### src/rtl/rt_pkg.sv
package rt_pkg;
    typedef enum logic {
        RT_OFF = 1'b0,
        RT_RUN = 1'b1
    } rt_state_e;

    localparam int RT_AXIS_FIELDS = 4;
endpackage

### src/rtl/rt_ctrl.sv
module rt_ctrl
    import rt_pkg::*;
#(
    parameter int CFG_W = 50
) (
    input  logic             clk,
    input  logic             rst_n,
    input  logic             en,
    input  logic             frame_end,
    input  logic [CFG_W-1:0] cfg_in,
    output logic             run,
    output logic             go,
    output logic [CFG_W-1:0] cfg_sh
);
    rt_state_e state_q, state_d;

    always_ff @(posedge clk) begin
        if (!rst_n) state_q <= RT_OFF;
        else        state_q <= state_d;
    end

    always_comb begin
        state_d = state_q;
        unique case (state_q)
            RT_OFF: if (en)  state_d = RT_RUN;   // start
            RT_RUN: if (!en) state_d = RT_OFF;   // stop
        endcase
    end

    always_comb begin
        run = (state_q == RT_RUN);
        go  = run && en;
    end

    always_ff @(posedge clk) begin
        if (!rst_n)
            cfg_sh <= '0;
        else if (state_q == RT_OFF || (go && frame_end))
            cfg_sh <= cfg_in;
    end

    // shadow stays put inside a running frame
    p_shadow_hold_r8: assert property (@(posedge clk) disable iff (!rst_n)
        (go && !frame_end) |=> $stable(cfg_sh));
    // a stop request leaves the run state on the next edge
    p_stop_state_r9: assert property (@(posedge clk) disable iff (!rst_n)
        (run && !en) |=> !run);
endmodule

### src/rtl/rt_axis.sv
module rt_axis #(
    parameter int CW = 12
) (
    input  logic          clk,
    input  logic          rst_n,
    input  logic          go,
    input  logic          run,
    input  logic          step,
    input  logic [CW-1:0] total,
    input  logic [CW-1:0] active,
    input  logic [CW-1:0] sstart,
    input  logic [CW-1:0] send,
    input  logic          pol,
    output logic [CW-1:0] cnt,
    output logic          last,
    output logic          in_act,
    output logic          sync
);
    logic window;

    always_ff @(posedge clk) begin
        if (!rst_n)       cnt <= '0;
        else if (!go)     cnt <= '0;
        else if (step)    cnt <= last ? '0 : cnt + 1'b1;
    end

    always_comb begin
        last   = (cnt == total);
        in_act = (cnt <= active);
        window = run && (cnt > sstart) && (cnt <= send);
        sync   = window ~^ pol;
    end

    // R2 (and R3 for the vertical instance): wrap to zero after the total
    p_wrap_r2: assert property (@(posedge clk) disable iff (!rst_n)
        (go && step && last) |=> (cnt == '0));
    // single-step advance below the total
    p_advance_r2: assert property (@(posedge clk) disable iff (!rst_n)
        (go && step && !last) |=> (cnt == $past(cnt) + 1'b1));
endmodule

### src/rtl/raster_timer.sv
module raster_timer
    import rt_pkg::*;
#(
    parameter int CW = 12
) (
    input  logic          clk,
    input  logic          rst_n,
    input  logic          en,
    input  logic          interlace,
    input  logic [CW-1:0] h_total,
    input  logic [CW-1:0] h_active,
    input  logic [CW-1:0] h_sync_start,
    input  logic [CW-1:0] h_sync_end,
    input  logic [CW-1:0] v_total,
    input  logic [CW-1:0] v_active,
    input  logic [CW-1:0] v_sync_start,
    input  logic [CW-1:0] v_sync_end,
    input  logic [1:0]    sync_pol,
    output logic [CW-1:0] h_count,
    output logic [CW-1:0] v_count,
    output logic          de,
    output logic          hsync,
    output logic          vsync
);
    localparam int AXW   = RT_AXIS_FIELDS * CW;
    localparam int CFG_W = 2 * AXW + 2;

    logic             unused_interlace;
    logic [CFG_W-1:0] cfg_in, cfg_sh;
    logic             run, go, h_last, v_last, h_in, v_in;

    assign unused_interlace = interlace;
    assign cfg_in = {sync_pol,
                     v_sync_end, v_sync_start, v_active, v_total,
                     h_sync_end, h_sync_start, h_active, h_total};

    rt_ctrl #(.CFG_W(CFG_W)) u_ctrl (
        .clk(clk), .rst_n(rst_n), .en(en),
        .frame_end(h_last && v_last),
        .cfg_in(cfg_in), .run(run), .go(go), .cfg_sh(cfg_sh)
    );

    logic [CW-1:0] ax_cnt  [2];
    logic          ax_last [2];
    logic          ax_in   [2];
    logic          ax_sync [2];

    for (genvar a = 0; a < 2; a++) begin : g_axis
        localparam int BASE = a * AXW;
        rt_axis #(.CW(CW)) u_axis (
            .clk(clk), .rst_n(rst_n), .go(go), .run(run),
            .step((a == 0) ? 1'b1 : h_last),
            .total (cfg_sh[BASE        +: CW]),
            .active(cfg_sh[BASE +   CW +: CW]),
            .sstart(cfg_sh[BASE + 2*CW +: CW]),
            .send  (cfg_sh[BASE + 3*CW +: CW]),
            .pol   (cfg_sh[2*AXW + a]),
            .cnt(ax_cnt[a]), .last(ax_last[a]), .in_act(ax_in[a]), .sync(ax_sync[a])
        );
    end

    always_comb begin
        h_count = ax_cnt[0];
        v_count = ax_cnt[1];
        h_last  = ax_last[0];
        v_last  = ax_last[1];
        h_in    = ax_in[0];
        v_in    = ax_in[1];
        de      = run && h_in && v_in;
        hsync   = ax_sync[0];
        vsync   = ax_sync[1];
    end

    // idle outputs while not running
    p_idle_r1: assert property (@(posedge clk) disable iff (!rst_n)
        !run |-> (h_count == '0 && v_count == '0 && !de));
    // vertical position only moves on a line wrap
    p_vhold_r3: assert property (@(posedge clk) disable iff (!rst_n)
        (go && !h_last) |=> $stable(v_count));
    // stop clears the position on the very next edge
    p_stop_clear_r9: assert property (@(posedge clk) disable iff (!rst_n)
        (run && !en) |=> (h_count == '0 && v_count == '0));
endmodule

### config.mk
export PLATFORM = sky130hd
export DESIGN_NAME = raster_timer
export DESIGN_NICKNAME = d
export VERILOG_FILES = /design/src/rtl/rt_pkg.sv /design/src/rtl/rt_ctrl.sv /design/src/rtl/rt_axis.sv /design/src/rtl/raster_timer.sv
export SDC_FILE = /design/constraint.sdc
export NUM_CORES = 1
export LEC_CHECK = 0
export BUFFER_PORTS_ARGS = -buffer_cell sky130_fd_sc_hd__buf_2
export CAP_MARGIN = 20
export CORE_MARGIN = 10
export CORE_UTILIZATION = 24
export CTS_BUF_LIST = sky130_fd_sc_hd__clkbuf_4 sky130_fd_sc_hd__clkbuf_8
export CTS_CLUSTER_SIZE = 25
export DETAILED_ROUTE_END_ITERATION = 6
export PLACE_DENSITY_LB_ADDON = 0.05
export SKIP_LAST_GASP = 1
export SLEW_MARGIN = 20
export SYNTH_ARGS = -nofsm -noshare
export SYNTH_HDL_FRONTEND = slang
export SYNTH_SLANG_ARGS = --single-unit
### constraint.sdc
create_clock -name clk -period 5.15 [get_ports clk]
set_input_delay 1.03 -clock clk [delete_from_list [all_inputs] [get_ports clk]]
set_output_delay 1.03 -clock clk [all_outputs]
set_load 0.005 [all_outputs]
### Word-level counts from Yosys, hierarchy flattened

Index checks and enable logic that the tools add are counted.

* bits in registers: 123
* input port bits: 102
* word-level logic and storage cells: 33
* output and inout bits: 27

* order comparisons: 6
* add/sub/neg operators: 2
* reduce and logical (&&, ||, !) cells: 12
* eq/ne operators: 2
* mux-type cells: 2
* bitwise logic cells: 5

Operators by type and width (count)
* 12-bit <= comparator: 4
* 12-bit by 1-bit adder with 12-bit output, second input constant: 2
* 12-bit equality test: 2
* 12-bit > comparator: 2
* 12-bit two-way mux: 1
* 1-bit logical AND: 9
* 1-bit NOT: 3
* 3-bit OR reduction: 1
* 2-bit AND reduction: 1
* 1-bit bitwise XNOR: 2
* 1-bit logical OR: 1
* 1-bit two-way mux: 1

### Logic depth before layout (Yosys ltp)

* word-level depth: 4
* gate-level depth with buffers: 9
* mapped depth without buffers: 7

### Cells and area by module

Synthesis repeated with hierarchy kept, for this count alone.

* cells, all modules: 840
* area total of the unflattened synthesis: 7218.2 µm²

Modules (own cells, without submodules)
* rt_ctrl: cells an instance 429, seq. area each 1981.9 µm², area an instance 3930.0 µm², instances 1
* rt_axis at g_axis[0].u_axis: cells an instance 204, seq. area each 240.2 µm², area an instance 1664.1 µm², instances 1
* rt_axis at g_axis[1].u_axis: cells an instance 204, seq. area each 240.2 µm², area an instance 1607.8 µm², instances 1
* raster_timer: cells an instance 3, seq. area each 0.0 µm², area an instance 16.3 µm², instances 1

### Worst setup path before layout

Ideal clock, no wire load.

* path type: register to output
* start point: register g_axis[1].u_axis.cnt[1]
* end point: output port de
* path slack: 2434 ps
* cell stages (with the launch flop): 7
* arrival: 1686 ps
* data required time: 4120 ps
* buffers on the path: 0
* path through: dfxtp_1 > ha_1 > nor2b_1 > o211ai_1 > a211oi_1 > a2111oi_0 > o221a_2

* word-level cells in the longest chain between the ends: 2

Ends and longest elaborated chain
* from (decl): RTL line rt_axis.sv:14 `output logic [CW-1:0] cnt,`
* from (signal assigned): RTL line rt_axis.sv:24 `else if (step) cnt <= last ? '0 : cnt + 1'b1;`
* 12-bit <= comparator: RTL line rt_axis.sv:29 `in_act = (cnt <= active);`
* 1-bit logical AND: RTL line raster_timer.sv:69 `de = run && h_in && v_in;`
* to (decl): RTL line raster_timer.sv:21 `output logic de,`

No other way between the ends.

### Worst setup path in the final report

* start point: register g_axis[1].u_axis.cnt[9]
* end point: output port de

The elaborated chain is that of the path after synthesis.

==> run metrics <==
GRT Total Usage 0.121; first-pass GRT wire length 34400 um; worst-path cell chain ha_1, a21o_1, a21o_1, a2111oi_1, buf_4, o221a_2, buf_2; Residual DRC 0; final wirelength around 22000 um; ANT cells 0; number of nets in the layout 1121; Cell Pwr Density 273 nW/um2; Post-synth ARST share 0; static leakage slightly below 4 nW; Flop pwr share 0.446; share of cells above drive strength 1 0.177; post-layout min period 3.81 ns; worst min path class reg -> reg; setup TNS 0 ns; Max H-tree Level 4; Port Buffers 127; achievable frequency 262 MHz; hold-critical path endpoint u_ctrl.cfg_sh[33]; worst reg-to-reg setup slack 1.89 ns; WS Path Type reg -> out; #FFs+latches synth 123; sw frac 0.254; Crit path required time 4.12 ns; detailed placement HPWL 15600 um; core area just under 30000 um2; PostCTS Resize Cnt 0; Critical Path End Type output port; hold path start u_ctrl.cfg_sh[33]; RR Startpoint g_axis[0].u_axis.cnt[8]; final hold vios 0; sequential share of the synthesized area 0.349; Die W roughly 190 um; Max VDD drop 162 uV; fillers between 3000 and 4000; synth warn 0; P&R area growth vs syn 20.4%; wire per inst 16.2 um; clock sink count 123; Critical Path Most Common Cell a21o_1; maxcap violations 0; Via density 4.35; Pint 1.73 mW; I/O pin cnt ~130; CP Launch Type register; biggest cell delay along the critical path 0.67 ns; Reg clk slew, reported paths about 0.080 ns; commonest non-fill, non-tap cell in the layout nand2_1; share of total power in the clock network 0.434; number of detailed-route iterations in the first pass 4; CTS root buf clkbuf_8; routed vias about 6000; CP max FO 8; Final Core Density 0.294; most frequent cells in the layout nand2_1 (215), buf_2 (126), dfxtp_1 (123), mux2i_1 (98), ha_1 (74); Initial Utilization 0.244; Slew @ Worst Pin about 0.95 ns; Reg2Reg Depth 6; vias in the first global route 6397; DRT iter0 DRCs roughly 150; ys flop type dfxtp_1; hold path depth 2; TritonCTS clock tree built; Comb power frac 0.120; Final Cycle Share 0.741; crit path DAT 2.78 ns; hold_buf cts 0; Yosys cell types 41; Post-synth EDFFs 0; Rel. slew slack 0.364; status completed; Avg Cell Area, Syn 8.47 um2; Cell Rows a little over 60; TritonCTS buffer count 17; pin count of the biggest net entering global routing between 90 and 100; die height between 150 and 200 um; RSZ-0062 raised after global routing false; Setup-failing EPs final 0; Max Slew Vio Count 0; Slowest cell on crit path dfxtp_1; reg-to-reg endpoint u_ctrl.cfg_sh[83]; setup bufs post-CTS 0; clock insertion delay at the later pin of the skew report 0.44 ns; syn nets 1008; Synth Instances between 800 and 900; initial antenna violation count 1; P_sw 0.589 mW; GRT overflow 0; post-synthesis cell area 7050 um2; Final ANT Viol Nets 0; DIE AREA 36600 um2; final setup skew ~0.01 ns; Max clock buf depth 2; gpl congestion about 0.70; Setup crit start g_axis[1].u_axis.cnt[9]
## flip-flops by register name (all words and copies together) (netlist names)
register and cells:
u_ctrl.cfg_sh 98, g_axis.u_axis.cnt 24, u_ctrl.run 1
## cells in the mapped netlist (3+ instances only)
cell type	n	area, um2
and3_1	9	56.3
nand3_1	16	80.1
clkbuf_1	26	97.6
nor2b_1	7	43.8
nand2_1	215	807
o21ai_0	4	20.0
buf_6	3	33.8
a211o_1	3	26.3
dfxtp_1	123	2460
buf_2	9	45.0
nor4_1	3	18.8
nor4_2	3	37.5
nor3_1	4	20.0
a21o_1	9	67.6
or4_1	6	45.0
and4_1	3	26.3
nand4_1	18	113
xor2_1	30	263
ha_1	74	926
o211ai_1	6	45.0
inv_1	70	263
a21oi_1	33	165
o31ai_1	10	75.1
nor2_1	17	63.8
mux2i_1	98	981
and2_1	3	18.8
xnor2_1	7	61.3
a211oi_1	3	22.5
## power groups by stage
stage | clock network [mW] | logic, mW | registers, mW
floorplan | 0 | 0.196 | 1.05
global placement | 0 | 0.286 | 1.06
detailed placement | 0 | 0.287 | 1.06
CTS | 1.06 | 0.288 | 1.04
global route | 1.09 | 0.323 | 1.04
finish | 1.01 | 0.278 | 1.03
## through the flow
stage | worst slack, ns | hold WS [ns] | instances | power (mW) | area [um2]
after CTS | 1.20 | 0.467 | 1342 | 2.38 | 8490
final | 1.34 | 0.461 | 1342 | 2.32 | 8490
after floorplan | 2.43 | 0.438 | 832 | 1.24 | 7050
after global routing | 1.13 | 0.477 | 1342 | 2.46 | 8490
after global placement | 1.73 | 0.447 | 1310 | 1.34 | 8040
after detailed placement | 1.72 | 0.454 | 1310 | 1.34 | 8040
## worst max-delay path, delay by kind of cell, from the launching register on
kind                       cells  cell delay (ns)
DFF                            1             0.67
AOI/OAI and AO/OA              4             1.01
adders and majority gates      1             0.34
buffers and inverters          2             0.33
## worst max path at each step
stage	endpoint	slack [ns]	depth (start not counted)
finish	de	1.34	7
global route	de	1.13	8
CTS	de	1.20	8
detailed placement	de	1.72	8
global placement	de	1.73	8
floorplan	de	2.43	6
## per-layer routing
metal,part of all wire,wire length [um],global-route usage,vias to the layer above
li1,-,-,-,3044
met1,0.46,9890,0.146,2682
met2,0.49,10500,0.206,98
met3,0.052,1130,0.0348,8
met4,0.0046,99,0.0279,2
met5,0.00032,7,0,-
## logic make-up (layout without fill, tap and decap cells)
| logic type | after synthesis | in the layout | share of synthesized area |
|---|---|---|---|
| multiplexers | 98 | 98 | 0.139 |
| adder cells (fa/ha/maj) | 74 | 74 | 0.131 |
| buffers and inverters | 108 | 234 | 0.0623 |
| AND/OR/NAND/NOR | 309 | 309 | 0.193 |
| flip-flops | 123 | 123 | 0.349 |
| AO/OA/AOI/OAI | 83 | 83 | 0.0788 |
| XOR/XNOR | 37 | 37 | 0.0460 |
## area by class of cell
cell class	instances	area (um2)	share of cell area
tap	384	480	0.0566
clock inverter	7	135	0.0159
timing repair buffer	132	679	0.0800
sequential	123	2460	0.290
multi-input combinational	601	4150	0.489
inverter	70	263	0.0310
clock buffer	25	319	0.0376
Note: power is estimated with default switching activity, not from simulation.
